==> config.mk <==
export PLATFORM = sky130hd
export DESIGN_NAME = dsm_modulator
export DESIGN_NICKNAME = d
export VERILOG_FILES = /design/src/rtl/dsm_pkg.sv /design/src/rtl/dsm_rst_sync.sv /design/src/rtl/dsm_accum.sv /design/src/rtl/dsm_modulator.sv
export SDC_FILE = /design/constraint.sdc
export NUM_CORES = 1
export LEC_CHECK = 0
export ABC_AREA = 1
export BUFFER_PORTS_ARGS = -buffer_cell sky130_fd_sc_hd__buf_4
export CAP_MARGIN = 20
export CORE_UTILIZATION = 49
export CTS_CLUSTER_SIZE = 30
export DETAILED_ROUTE_END_ITERATION = 10
export GPL_TIMING_DRIVEN = 0
export PLACE_DENSITY = 0.87
export RECOVER_POWER = 25
export SLEW_MARGIN = 20
export SYNTH_ARGS = -nofsm -noshare
export SYNTH_HDL_FRONTEND = slang
export SYNTH_HIERARCHICAL = 1
export SYNTH_SLANG_ARGS = --single-unit
export TNS_END_PERCENT = 1
==> constraint.sdc <==
create_clock -name clk_i -period 0.8 [get_ports clk_i]
set_input_delay 0.16 -clock clk_i [delete_from_list [all_inputs] [get_ports clk_i]]
set_output_delay 0.16 -clock clk_i [all_outputs]
set_load 0.01 [all_outputs]
==> src/rtl/dsm_pkg.sv <==
package dsm_pkg;
  // Noise-shaping order selectable at elaboration
  typedef enum int {
    ORD_FIRST  = 1,
    ORD_SECOND = 2
  } dsm_order_e;
endpackage

==> src/rtl/dsm_rst_sync.sv <==
module dsm_rst_sync #(
  parameter int STAGES = 2
) (
  input  logic clk_i,
  input  logic rst_ni,
  output logic rst_sync_no
);
  logic [STAGES-1:0] sync_q;
  logic [STAGES-1:0] sync_d;

  always_comb begin
    sync_d = {sync_q[STAGES-2:0], 1'b1};
  end

  always_ff @(posedge clk_i or negedge rst_ni) begin
    if (!rst_ni) sync_q <= '0;
    else         sync_q <= sync_d;
  end

  assign rst_sync_no = sync_q[STAGES-1];
endmodule

==> src/rtl/dsm_accum.sv <==
module dsm_accum #(
  parameter int W  = 19,
  parameter int DW = 20
) (
  input  logic                 clk_i,
  input  logic                 rst_ni,
  input  logic                 en_i,
  input  logic                 load_i,
  input  logic signed [W-1:0]  load_val_i,
  input  logic signed [DW-1:0] delta_i,
  output logic signed [W-1:0]  acc_q_o,
  output logic signed [W-1:0]  acc_d_o
);
  localparam int SW = ((DW > W) ? DW : W) + 1;
  localparam logic signed [SW-1:0] MAX_S = SW'((64'sd1 <<< (W-1)) - 64'sd1);
  localparam logic signed [SW-1:0] MIN_S = -(SW'(64'sd1 <<< (W-1)));

  logic signed [W-1:0]  acc_q;
  logic signed [W-1:0]  acc_d;
  logic signed [SW-1:0] sum;
  logic signed [W-1:0]  sum_sat;

  always_comb begin
    sum = SW'(acc_q) + SW'(delta_i);
    if (sum > MAX_S)      sum_sat = MAX_S[W-1:0];
    else if (sum < MIN_S) sum_sat = MIN_S[W-1:0];
    else                  sum_sat = sum[W-1:0];

    if (load_i)    acc_d = load_val_i;
    else if (en_i) acc_d = sum_sat;
    else           acc_d = acc_q;
  end

  always_ff @(posedge clk_i or negedge rst_ni) begin
    if (!rst_ni) acc_q <= '0;
    else         acc_q <= acc_d;
  end

  assign acc_q_o = acc_q;
  assign acc_d_o = acc_d;
endmodule

==> src/rtl/dsm_modulator.sv <==
module dsm_modulator
  import dsm_pkg::*;
#(
  parameter dsm_order_e ORDER  = ORD_FIRST,
  parameter int         IN_W   = 16,
  parameter int         FRAC_W = 14,
  parameter int         GUARD  = 3,
  localparam int        ACC_W  = IN_W + GUARD
) (
  input  logic                    clk_i,
  input  logic                    rst_ni,
  input  logic                    en_i,
  input  logic                    load_i,
  input  logic signed [ACC_W-1:0] preset_i,
  input  logic signed [IN_W-1:0]  din_i,
  output logic                    bit_o,
  output logic signed [ACC_W-1:0] acc_o
);
  localparam int DW = ACC_W + 1;
  localparam logic signed [DW-1:0] FS = DW'(64'sd1 <<< FRAC_W);

  logic                    rst_sync_n;
  logic signed [ACC_W-1:0] w_q;
  logic signed [DW-1:0]    level;
  logic signed [DW-1:0]    din_ext;

  dsm_rst_sync #(.STAGES(2)) u_rst_sync (
    .clk_i       (clk_i),
    .rst_ni      (rst_ni),
    .rst_sync_no (rst_sync_n)
  );

  // Quantizer: threshold at zero on the output-side accumulator
  always_comb begin
    level   = w_q[ACC_W-1] ? -FS : FS;
    din_ext = DW'(din_i);
  end

  if (ORDER == ORD_FIRST) begin : g_first
    logic signed [ACC_W-1:0] w_d;
    logic signed [DW-1:0]    delta_w;

    always_comb delta_w = din_ext - level;

    dsm_accum #(.W(ACC_W), .DW(DW)) u_acc_w (
      .clk_i      (clk_i),
      .rst_ni     (rst_sync_n),
      .en_i       (en_i),
      .load_i     (load_i),
      .load_val_i (preset_i),
      .delta_i    (delta_w),
      .acc_q_o    (w_q),
      .acc_d_o    (w_d)
    );
  end else begin : g_second
    logic signed [ACC_W-1:0] v_q;
    logic signed [ACC_W-1:0] v_d;
    logic signed [ACC_W-1:0] w_d;
    logic signed [DW-1:0]    delta_v;
    logic signed [DW-1:0]    delta_w;

    always_comb begin
      delta_v = din_ext - level;
      delta_w = DW'(v_d) - level;
    end

    dsm_accum #(.W(ACC_W), .DW(DW)) u_acc_v (
      .clk_i      (clk_i),
      .rst_ni     (rst_sync_n),
      .en_i       (en_i),
      .load_i     (load_i),
      .load_val_i ('0),
      .delta_i    (delta_v),
      .acc_q_o    (v_q),
      .acc_d_o    (v_d)
    );

    dsm_accum #(.W(ACC_W), .DW(DW)) u_acc_w (
      .clk_i      (clk_i),
      .rst_ni     (rst_sync_n),
      .en_i       (en_i),
      .load_i     (load_i),
      .load_val_i (preset_i),
      .delta_i    (delta_w),
      .acc_q_o    (w_q),
      .acc_d_o    (w_d)
    );
  end

  assign bit_o = ~w_q[ACC_W-1];
  assign acc_o = w_q;
endmodule

* Word level (Yosys, flattened, before mapping)
Index checks and enable logic that the tools add are counted.
Word-level totals: output and inout bits 20, input bits 39, logic and storage cells 13, register bits 21
Cells by class: order comparisons 2, reduce and logical (&&, ||, !) cells 1, $add $sub $neg 2, bitwise gates (word level) 1, multiplexer cells 5
Operators by type and width (number):
- $mux W19 | 4
- $add A19 B20 Y21 | 1
- $gt A21 B19 Y1 const B | 1
- $lt A21 B19 Y1 const B | 1
- $mux W20 | 1
- $sub A16 B20 Y20 | 1
- $reduce_bool A2 Y1 | 1
- $not A1 Y1 | 1

* Depth between registers and ports, before layout
depth in word-level cells 8, gate-level depth with buffers 21, depth with buffers taken out 20

* Cells and area by module
The synthesis kept the hierarchy.
By module, submodules not included:
- dsm_accum | seq. area each 475.5 sq um, area an instance 2283.4 sq um, times used 1, cells an instance 387
- dsm_modulator | seq. area each 0.0 sq um, area an instance 78.8 sq um, times used 1, cells an instance 8
- dsm_rst_sync | seq. area each 50.0 sq um, area an instance 53.8 sq um, times used 1, cells an instance 3

* Worst setup path before layout
OpenSTA, ideal clock, no wires.
path type reg-to-reg, start point reg g_first.u_acc_w.acc_q[18] (netlist: g_first.u_acc_w/acc_q_o[18]), end point reg g_first.u_acc_w.acc_q[10] (netlist: g_first.u_acc_w/acc_q_o[10]), clock period less this slack 3111 ps, path slack -2311 ps, stages on the path, launching flop included 19, arrival 2995 ps, setup time 117 ps, required time 683 ps, path through dfrtp_1 -> inv_1 -> fa_1 -> inv_1 -> fa_1 -> inv_1 -> ha_1 -> nand2_1 -> nor2_1 -> and2_1 -> nand2_1 -> nand3_1 -> nand2_1 -> nand3_2 -> o21ai_4 -> buf_6 -> nand2_1 -> nand2_1 -> nand2_1
On the way: cells in the longest elaborated chain, start to end 8, elaborated cells on any way between the ends 9
Ends and longest elaborated chain:
- from (decl) | line dsm_accum.sv:18 | logic signed [W-1:0] acc_q;
- from (signal assigned) | line dsm_accum.sv:35 | if (!rst_ni) acc_q <= '0;
- from (signal assigned) | line dsm_accum.sv:36 | else acc_q <= acc_d;
- $mux W20 (*) | line dsm_modulator.sv:35 | level = w_q[ACC_W-1] ? -FS : FS;
- $sub A16 B20 Y20 (*) | line dsm_modulator.sv:43 | always_comb delta_w = din_ext - level;
- net g_first.delta_w[16] | line dsm_modulator.sv:41 | logic signed [DW-1:0] delta_w;
- $add A19 B20 Y21 (*) | line dsm_accum.sv:24 | sum = SW'(acc_q) + SW'(delta_i);
- $lt A21 B19 Y1 | line dsm_accum.sv:26 | else if (sum < MIN_S) sum_sat = MIN_S[W-1:0];
- $mux W19 | line dsm_accum.sv:26
- $mux W19 (*) | line dsm_accum.sv:25 | if (sum > MAX_S) sum_sat = MAX_S[W-1:0];
- $mux W19 (*) | line dsm_accum.sv:30 | else if (en_i) acc_d = sum_sat;
- $mux W19 (*) | line dsm_accum.sv:29 | if (load_i) acc_d = load_val_i;
- net g_first.w_d[10] | line dsm_modulator.sv:40 | logic signed [ACC_W-1:0] w_d;
Mark *: on every way through the listed nets, which the timed path passes. The rest lies on a longest branch. The select of a mux whose other input is x is not followed. A chain may end at the register's enable or synchronous reset.

* Worst setup path in the final report
start point reg g_first.u_acc_w.acc_q[18] (netlist: g_first.u_acc_w/acc_q_o[18]), end point reg g_first.u_acc_w.acc_q[8] (netlist: g_first.u_acc_w/acc_q_o[8])
The elaborated chain is that of the path after synthesis.

==> results.txt <==
- Category of cells accounting for the largest share of critical-path delay: adder cells
* Worst-path clk slew: 90 ps
- RSZ-0062 raised after global routing: yes
* Worst slew margin: 0.622
- Area after detailed placement: 2990 um^2
- The run finished, with violations left.
- Residual DRC count: 0
- Peak VDD IR: 2.11 mV
- Filler cell count in the final layout: 439
- Among the stages of the critical path, the cell type that occurs most often is sky130_fd_sc_hd__nand2_1.
* Count of flip-flops with a built-in enable after synthesis: 0
- CTS tree: built
- For this run the aggregate overflow at the end of global routing stands at 0.
- Number of antenna violations at the first check in global routing: 0
- The setup path with the least slack is of type reg2reg.
* Number of synthesized register bits: 21
- The worst setup path is captured at a flip-flop.
* Hold Vio Cnt, Final: 0
- In the final timing run, aggregate negative setup slack is -46180 ps.
* Portion of the post-synthesis area used by sequential elements: 0.218
- The wire-length estimate of the detail-placed layout is 4.98 mm.
- For this run, global-route usage on met2 was measured as 0.469.
- Of all nets on the critical path, the largest fanout is 5.
* Largest net degree at the start of global routing: 20
* Most area-consuming cells after synthesis: sky130_fd_sc_hd__nand2_1, sky130_fd_sc_hd__dfrtp_1, sky130_fd_sc_hd__ha_1
- Power spread over the standard cell area amounts to 4930 nW/um^2.
- The final-report max-slew violation count is 0.
- For the pin with the worst max-slew slack, the measured transition is 567 ps.
- STA puts the critical path data arrival time at 3220 ps.
- Final GP Congestion: 0.848
* Total power consumption of the routed design: 16.4 mW
* Crit path buf inv count: 4
* 1st-pass router iterations: 4
* Synthesized instance count: 398
- Worst path cell trace: inv_4, fa_2, inv_2, fa_1, inv_2, ha_4, nand2_4, nor2_4, and2_4, nand3b_4, nand4_2, nand3_2, o21ai_4, buf_6, nand2_1, nand2_1, nand2_1
* DIE HEIGHT: 72.2 um
* Slowest stage delay, CP: 540 ps
- Using the TritonRoute via totals, the vias-per-cell ratio works out to 4.85.
* Antenna-violating nets left: 0
* Post-synthesis area per instance: 6.07 um^2
- Total routing usage reported by global routing: 0.271
- Nets in the synthesized netlist: 461
- The later pin in the worst-skew pair is clocked with a latency of 270 ps.
- Utilization after layout: 0.703
* Fraction of registers with async set or reset after synthesis: 1.00
* Sinks on the clock net: 21
- The checks that failed: negative setup slack.
* CTS buffer count: 3
- Floorplan row count: 25
- On the final layout, the worst hold slack is 86.5 ps.
- The routed layout has 2626 vias.
* Share of post-route cells with drive strength above 1: 0.251
- Max stage delay cell, worst path: sky130_fd_sc_hd__fa_1
- With fillers left out, the area of the finished cells amounts to 3320 um^2.
- Global routing met3 resource utilization: 0.0236
- Number of nets in the layout: 538
- In this run the worst hold path is classified as in2reg.
- Inserted Diodes: 0
- Boundary pin count: 59
* Average wire length per cell after detail routing: 12.7 um
- Cell with the most instances after synthesis: sky130_fd_sc_hd__nand2_1
* Port Buffers: 57
- Horizontal die dimension: 72.2 um
- The die covers 5220 um^2.
- Critical Path RT: 960 ps
- Setup violations remaining at the end of the flow were counted as 39.
* Mapped cell area: 2420 um^2
* Period minus WS final: 3060 ps
- The first global-routing pass estimated 11.1 mm of wire.
- In this run, distinct cell masters in the synthesized netlist total 33.
- Library cell used as clock root buffer: sky130_fd_sc_hd__clkbuf_8
- First DRT Iteration DRCs: 125
- Busiest grt layer: met2
- Wires add up to 6.87 mm.
* Maximum buffer depth of the clock tree: 2
- Syn. warnings: 6
* Worst setup slack after layout: -2260 ps
* Placeable core area: 4720 um^2
* Cell types with the highest counts after synthesis: sky130_fd_sc_hd__nand2_1, sky130_fd_sc_hd__nor2_1, sky130_fd_sc_hd__inv_1, sky130_fd_sc_hd__dfrtp_1, sky130_fd_sc_hd__ha_1
* P_leak: 1.85 nW
* Effective utilization at floorplan: 0.512
- CTS built an H-tree with a depth of 1.
- Fraction of synthesized cell area taken by the top area cell type: 0.269
- Max-cap violations in this run came to 0.
* Commonest register cell after synthesis: sky130_fd_sc_hd__dfrtp_1
* Post-synthesis cell type with the largest combined area: sky130_fd_sc_hd__nand2_1
- Final worst path period share: 3.82
- The worst setup path is launched from a flip-flop.
- The via count of the first global-routing pass was 2502.
- For met1 alone, demand over resource in global routing was 0.363.
- Area overhead of the layout relative to synthesis: 37.5%
- Fmax: 327 MHz
- For the final database, setup skew stands at 4.20 ps.
-- registers in the layout (all words and copies together) (netlist names) --
name	cells
g_first.u_acc_w/acc_q_o	19
u_rst_sync/sync_q	2
-- stage by stage --
step | cells | setup slack [ps]
global route | 541 | -2390
finish | 541 | -2260
CTS | 535 | -2220
detailed placement | 522 | -2410
global placement | 522 | -2380
floorplan | 398 | -2130
-- routing by layer --
metal  up-vias  wire length (um)
met1      1190              3130
li1       1366                 -
met3         8               290
met5         -                 0
met2        62              3380
met4         0                77
-- kinds of logic after synthesis --
group	Yosys count	share of synthesized area
compound gates	27	0.0637
buf+inv	51	0.0860
flops	21	0.218
simple gates	260	0.444
xor+xnor	14	0.0508
other cells	1	0.00155
fa+ha+maj	24	0.137
-- worst register-to-register path, delay by kind of cell, from the launching register on --
family	cells	cell delay (ps)
compound gates	1	280
simple gates	9	800
fa+ha+maj	3	1050
buf+inv	4	380
flops	1	440
-- final timing paths --
path                                          endpoint                         from  slack (ps)  depth (start not counted)
min                         g_first.u_acc_w/acc_q_o[3]                  preset_i[3]          90                          3
min reg2reg                 g_first.u_acc_w/acc_q_o[6]         u_rst_sync/sync_q[1]         240                          0
min in group asynchronous         u_rst_sync/sync_q[1]                       rst_ni         200                          2
max reg2reg                 g_first.u_acc_w/acc_q_o[8]  g_first.u_acc_w/acc_q_o[18]       -2260                         17
max in group asynchronous  g_first.u_acc_w/acc_q_o[16]         u_rst_sync/sync_q[1]         190                          0
max                         g_first.u_acc_w/acc_q_o[8]  g_first.u_acc_w/acc_q_o[18]       -2260                         17
-- layout make-up --
class | count | area [um^2] | area share
Tap cell | 67 | 83.8 | 0.0252
Multi-Input combinational cell | 326 | 1830 | 0.550
Timing Repair Buffer | 72 | 627 | 0.189
Sequential cell | 21 | 529 | 0.159
Inverter | 43 | 164 | 0.0493
Buffer | 8 | 46.3 | 0.0139
Clock buffer | 3 | 41.3 | 0.0124
Clock inverter | 1 | 5.00 | 0.00151
-- placed cells by master, fill, tap and decap left out, types with 2 or more instances in the layout --
cell type	netlist	routed
sky130_fd_sc_hd__fa_1	4	3
sky130_fd_sc_hd__nand2_2	5	8
sky130_fd_sc_hd__nand2_1	173	166
sky130_fd_sc_hd__a21oi_2	0	3
sky130_fd_sc_hd__a21oi_1	17	14
sky130_fd_sc_hd__o21ai_1	1	3
sky130_fd_sc_hd__buf_4	0	49
sky130_fd_sc_hd__inv_2	1	3
sky130_fd_sc_hd__o21ai_0	5	3
sky130_fd_sc_hd__ha_1	20	16
sky130_fd_sc_hd__nor2_4	0	2
sky130_fd_sc_hd__xor2_1	9	9
sky130_fd_sc_hd__ha_4	0	4
sky130_fd_sc_hd__clkbuf_8	0	3
sky130_fd_sc_hd__nand3_2	2	4
sky130_fd_sc_hd__dfrtp_1	21	18
sky130_fd_sc_hd__o21bai_1	2	2
sky130_fd_sc_hd__nand3_1	11	9
sky130_fd_sc_hd__xnor2_1	5	5
sky130_fd_sc_hd__buf_6	2	22
sky130_fd_sc_hd__clkbuf_1	4	5
sky130_fd_sc_hd__nor2_1	58	56
sky130_fd_sc_hd__nand2_4	1	5
sky130_fd_sc_hd__inv_1	42	39
sky130_fd_sc_hd__dfrtp_2	0	3
-- power breakdown --
part | switching (mW) | internal (mW) | total, mW
Sequential | 0.553 | 1.55 | 2.10
Combinational | 7.54 | 6.02 | 13.6
Clock | 0.382 | 0.348 | 0.730
-- timing repair --
action	4_1_cts	5_1_grt
setup endpoints to repair	58	39
buffers inserted	7	6
resized for setup	34	12
gates cloned	1	0
hold endpoints to repair	2	0
hold buffers	1	0
pin swaps	13	11
No activity file was read; power rests on OpenSTA's default activity.
